File: src/rtl/prbs_pkg.sv
package prbs_pkg;

  // Action selected for the shift register on the coming edge
  typedef enum logic [2:0] {
    ACT_HOLD    = 3'd0,
    ACT_RESET   = 3'd1,
    ACT_LOAD    = 3'd2,
    ACT_SHIFT   = 3'd3,
    ACT_RECOVER = 3'd4
  } lfsr_act_e;

  // True for actions that count as a generator step
  function automatic logic is_advance(input lfsr_act_e a);
    return (a == ACT_SHIFT) || (a == ACT_RECOVER);
  endfunction

endpackage

File: src/rtl/prbs_step_ctrl.sv
module prbs_step_ctrl
  import prbs_pkg::*;
(
  input  logic      rst,
  input  logic      seed_load,
  input  logic      step_en,
  input  logic      is_zero,
  output lfsr_act_e act
);

  // Priority: reset, then load, then step (recover from zero if needed)
  always_comb begin
    if (rst)            act = ACT_RESET;
    else if (seed_load) act = ACT_LOAD;
    else if (step_en)   act = is_zero ? ACT_RECOVER : ACT_SHIFT;
    else                act = ACT_HOLD;
  end

endmodule

File: src/rtl/prbs_lfsr_core.sv
module prbs_lfsr_core
  import prbs_pkg::*;
#(
  parameter int           W    = 16,
  parameter logic [W-1:0] TAPS = 16'hD008
) (
  input  logic         clk,
  input  logic         rst,
  input  lfsr_act_e    act,
  input  logic [W-1:0] load_val,
  output logic [W-1:0] state_q,
  output logic [W-1:0] nxt,
  output logic         is_zero
);

  localparam logic [W-1:0] ALL_ONES = '1;

  logic [W-1:0] tapped;
  logic         fb;

  // Each tap position contributes its bit to the feedback XOR
  genvar gi;
  generate
    for (gi = 0; gi < W; gi++) begin : g_tap
      if (TAPS[gi]) begin : g_on
        assign tapped[gi] = state_q[gi];
      end else begin : g_off
        assign tapped[gi] = 1'b0;
      end
    end
  endgenerate

  assign fb      = ^tapped;
  assign is_zero = (state_q == '0);

  always_comb begin
    case (act)
      ACT_RESET:   nxt = ALL_ONES;
      ACT_LOAD:    nxt = load_val;
      ACT_SHIFT:   nxt = {state_q[W-2:0], fb};
      ACT_RECOVER: nxt = ALL_ONES;
      default:     nxt = state_q;
    endcase
  end

  always_ff @(posedge clk) begin
    if (rst) state_q <= ALL_ONES;
    else     state_q <= nxt;
  end

  // an idle edge leaves the register untouched
  a_r3_hold_when_idle: assert property (@(posedge clk) disable iff (rst)
    (act == ACT_HOLD) |=> $stable(state_q));

  // a recovery step lands on the seed
  a_r5_recover_to_ones: assert property (@(posedge clk) disable iff (rst)
    (act == ACT_RECOVER) |=> (state_q == ALL_ONES));

endmodule

File: src/rtl/prbs_ones_trigger.sv
module prbs_ones_trigger
  import prbs_pkg::*;
#(
  parameter int W = 16
) (
  input  logic         clk,
  input  logic         rst,
  input  lfsr_act_e    act,
  input  logic         trig_en,
  input  logic [W-1:0] nxt,
  output logic         trig_q
);

  logic hit;

  // Pulse only when a real step is about to produce all ones
  assign hit = is_advance(act) && trig_en && (&nxt);

  always_ff @(posedge clk) begin
    if (rst) trig_q <= 1'b0;
    else     trig_q <= hit;
  end

  // the pulse never lasts two cycles
  a_r7_single_cycle: assert property (@(posedge clk) disable iff (rst)
    trig_q |=> !trig_q);

  // a disabled trigger produces nothing
  a_r8_gate_blocks: assert property (@(posedge clk) disable iff (rst)
    !trig_en |=> !trig_q);

endmodule

File: src/rtl/prbs_sync_source.sv
module prbs_sync_source
  import prbs_pkg::*;
#(
  parameter int           W    = 16,
  parameter logic [W-1:0] TAPS = 16'hD008
) (
  input  logic         clk,
  input  logic         rst,
  input  logic         step_en,
  input  logic         seed_load,
  input  logic [W-1:0] seed_val,
  input  logic         trig_en,
  output logic         noise_out,
  output logic [W-1:0] lfsr_state,
  output logic         sync_trig
);

  lfsr_act_e    act;
  logic [W-1:0] nxt;
  logic         is_zero;

  prbs_step_ctrl u_ctrl (
    .rst       (rst),
    .seed_load (seed_load),
    .step_en   (step_en),
    .is_zero   (is_zero),
    .act       (act)
  );

  prbs_lfsr_core #(.W(W), .TAPS(TAPS)) u_core (
    .clk      (clk),
    .rst      (rst),
    .act      (act),
    .load_val (seed_val),
    .state_q  (lfsr_state),
    .nxt      (nxt),
    .is_zero  (is_zero)
  );

  prbs_ones_trigger #(.W(W)) u_trig (
    .clk     (clk),
    .rst     (rst),
    .act     (act),
    .trig_en (trig_en),
    .nxt     (nxt),
    .trig_q  (sync_trig)
  );

  assign noise_out = lfsr_state[W-1];

  // reset seeds all ones and silences the trigger
  a_r1_reset_state: assert property (@(posedge clk)
    rst |=> ((&lfsr_state) && !sync_trig));

  // a normal step moves every bit one place up
  a_r2_shift_up: assert property (@(posedge clk) disable iff (rst)
    (step_en && !seed_load && (lfsr_state != '0)) |=>
      (lfsr_state[W-1:1] == $past(lfsr_state[W-2:0])));

  // load strobe takes the offered value
  a_r4_seed_load: assert property (@(posedge clk) disable iff (rst)
    seed_load |=> (lfsr_state == $past(seed_val)));

  // a step never leaves the register empty
  a_r5_no_zero_after_step: assert property (@(posedge clk) disable iff (rst)
    (step_en && !seed_load) |=> (lfsr_state != '0));

  // pulse coincides with all ones in the register
  a_r7_trig_at_ones: assert property (@(posedge clk) disable iff (rst)
    sync_trig |-> (&lfsr_state));

endmodule

File: config.mk
export PLATFORM = sky130hd
export DESIGN_NAME = prbs_sync_source
export DESIGN_NICKNAME = d
export VERILOG_FILES = /design/src/rtl/prbs_pkg.sv /design/src/rtl/prbs_step_ctrl.sv /design/src/rtl/prbs_lfsr_core.sv /design/src/rtl/prbs_ones_trigger.sv /design/src/rtl/prbs_sync_source.sv
export SDC_FILE = /design/constraint.sdc
export NUM_CORES = 1
export LEC_CHECK = 0
export ABC_AREA = 1
export BUFFER_PORTS_ARGS = -buffer_cell sky130_fd_sc_hd__buf_2
export CAP_MARGIN = 20
export CORE_UTILIZATION = 45
export DETAILED_ROUTE_END_ITERATION = 12
export PLACE_DENSITY = 0.81
export RECOVER_POWER = 25
export SLEW_MARGIN = 20
export SYNTH_ARGS = -nofsm -noshare
export SYNTH_HDL_FRONTEND = slang
export SYNTH_SLANG_ARGS = --single-unit
File: constraint.sdc
create_clock -name clk -period 1.9 [get_ports clk]
set_input_delay 0.095 -clock clk [delete_from_list [all_inputs] [get_ports clk]]
set_output_delay 0.095 -clock clk [all_outputs]
set_load 0.03 [all_outputs]
==> run metrics <==
CTS Buf Count 3; RSZ-0062 raised after global routing true; share of cells above drive strength 1 between 20% and 30%; worst hold path depth 5; Cell Area, Synth approximately 1100 sq um; post-route ant nets 0; cts-stage hold buffer count 0; CTS clk-pin slew, worst paths 0.11 ns; Inserted Diodes 0; die area 2720 sq um; Die Y 52.1 um; R2R Setup Slk between 0.15 and 0.2 ns; CTS tree done; final std cells w/o fill 242; Worst-Skew Late Latency 0.30 ns; crit-path max FO 5; Pins Over Slew Limit 0; num rows 17; Arrival @ worst endpoint 1.98 ns; final hold vios 0; most frequent cells in the layout nor2_1, buf_2, nand2_1, inv_1; Max Cap Viol 0; final wirelength 2720 um; Hold Crit Endpoint u_core.state_q[15]; 1st-pass router iterations 5; RD Place Congestion 0.861; Hold Crit Class in2reg; Setup crit start kind register; worst-margin pin slew 0.366 ns; worst hold start seed_val[15]; vias per cell 4.81; Clock Tree Buf Depth 2; nets 237; global route overflow 0; PortBufs 38; max frequency 577 MHz; Setup TNS 0 ns; reg2reg end u_trig.trig_q; Cell Area, Placed ~1300 sq um; post-DP HPWL 2070 um; Syn Area/Cell 6.32 sq um; R2R Path Start u_core.state_q[14]; flops & latches, synth 17; fin crit period about 1.7 ns; worst r2r path cells 14; status finished, final reports clean; Routed wire per std cell 11.3 um; vias in the first global route between 1000 and 1500; largest net degree at the start of global routing 21; fin area 1330 sq um; sequential fraction of the synthesis area 30.1%; fillers 252; total number of vias 1164; post-synth net total 201; Worst VDD drop ~0.00042 V; Root Driver clkbuf_4; crit share post-route 91.2%; synth unique cells 25; commonest non-fill, non-tap cell in the layout nor2_1; Die X 52.1 um; Rel. slew slack 75.7%; gr usage total between 20% and 30%; first-pass GRT wire length roughly 4500 um; final core occ 58.0%; Multi-input gate area between 600 and 700 sq um; Starting Density about half; IO Pins 39; htree depth 1; PD cells 675 nW/um^2; FF/Latch Area 343 sq um; Setup CP Type reg2reg; Worst setup EP type register; Residual DRC 0; Clock Skew around 0.0069 ns; Pleak around 0.72 nW; Core ar. 2300 sq um; Final setup viols 0; synthesized instance count 179; Synth Warn # 0; Area Growth Syn to Fin 17.7%; DP Cell Count 238; initial antenna violation count 0; clock sink total 17; Worst EP required 2.15 ns; drt first-iter violations 24
kinds of logic (layout without fill, tap and decap cells):
kind of cell	Yosys count	in the layout	share of synthesized area (%)
xor gates and xnor gates	1	1	0.774
buffers and inverters	36	71	16.4
adders and majority gates	1	1	1.11
AOI/OAI and AO/OA	19	19	8.63
DFF	17	17	30.1
and+or+nand+nor	105	105	43.0
final cells by class:
| type | instances | share of cell area (%) |
|---|---|---|
| Clock buffer | 3 | 1.69 |
| Timing Repair Buffer | 40 | 15.1 |
| Sequential cell | 17 | 25.8 |
| Inverter | 27 | 7.99 |
| Clock inverter | 1 | 0.376 |
| Multi-Input combinational cell | 126 | 46.4 |
| Tap cell | 28 | 2.63 |
sequential cells by signal (all words and copies together), names as in the netlist:
| register | cells |
|---|---|
| u_core.state_q | 16 |
| u_trig.trig_q | 1 |
power breakdown:
part	internal [mW]	switching [mW]
Clock	0.0785	0.121
Combinational	0.0897	0.188
Sequential	0.390	0.0318
metrics by stage:
stage                     power (mW)  hold slack [ns]  worst slack [ns]
after floorplan                0.631            0.327             0.101
after global placement         0.702            0.435             0.151
after detailed placement       0.703            0.437             0.119
after CTS                      0.908            0.115             0.104
after global routing           0.956            0.150           -0.0368
final                          0.899            0.121             0.167
what timing repair did:
action                     4_1_cts  5_1_grt
resized for setup                0        8
setup endpoints to repair        0        1
buffers inserted                 0        0
synthesized netlist by cell type:
master | n | area (sq um)
nor2_1 | 43 | 161
nand2_1 | 30 | 113
inv_1 | 23 | 86.3
dfxtp_1 | 17 | 340
a21oi_1 | 15 | 75.1
nand3_1 | 13 | 65.1
nor2_2 | 8 | 50.1
buf_6 | 5 | 56.3
buf_4 | 2 | 15.0
clkbuf_1 | 2 | 7.51
inv_2 | 2 | 7.51
inv_4 | 2 | 12.5
nand3_2 | 2 | 20.0
nand4_1 | 2 | 12.5
nor3_1 | 2 | 10.0
o21ai_0 | 2 | 10.0
ha_1 | 1 | 12.5
nand2_2 | 1 | 6.26
nand2_4 | 1 | 11.3
nor2_4 | 1 | 11.3
nor2_8 | 1 | 20.0
o211ai_1 | 1 | 7.51
o21ai_1 | 1 | 5.00
or2_2 | 1 | 6.26
xor2_1 | 1 | 8.76
worst max-delay path by stage:
| stage | from | endpoint | slack (ns) | depth (start not counted) |
|---|---|---|---|---|
| floorplan | u_core.state_q[15] | u_trig.trig_q | 0.10 | 16 |
| detailed placement | u_core.state_q[14] | u_trig.trig_q | 0.12 | 13 |
| global route | u_core.state_q[14] | u_trig.trig_q | -0.04 | 15 |
| global placement | u_core.state_q[14] | u_trig.trig_q | 0.15 | 13 |
| CTS | u_core.state_q[14] | u_trig.trig_q | 0.10 | 13 |
| finish | u_core.state_q[14] | u_trig.trig_q | 0.17 | 14 |
critical path, cell delays in order (launching register included):
cell and delay (ns):
dfxtp_2 0.34, inv_1 0.07, ha_1 0.14, inv_1 0.04, nor2_1 0.07, nand2_1 0.07
nor2_2 0.11, nand3_2 0.09, nand2_1 0.12, inv_1 0.11, nand3_1 0.09, o21ai_0 0.13
nor2_1 0.12, nand3_1 0.08, nor2_1 0.10
routing by layer:
metal | track usage, % | vias up | share of wire, %
li1 | - | 619 | -
met1 | 27.5 | 508 | 46
met2 | 40.2 | 30 | 48
met3 | 3.22 | 7 | 3.9
met4 | 11.0 | 0 | 2.2
met5 | 0 | - | 0
Power figures use the tool's default switching activity.
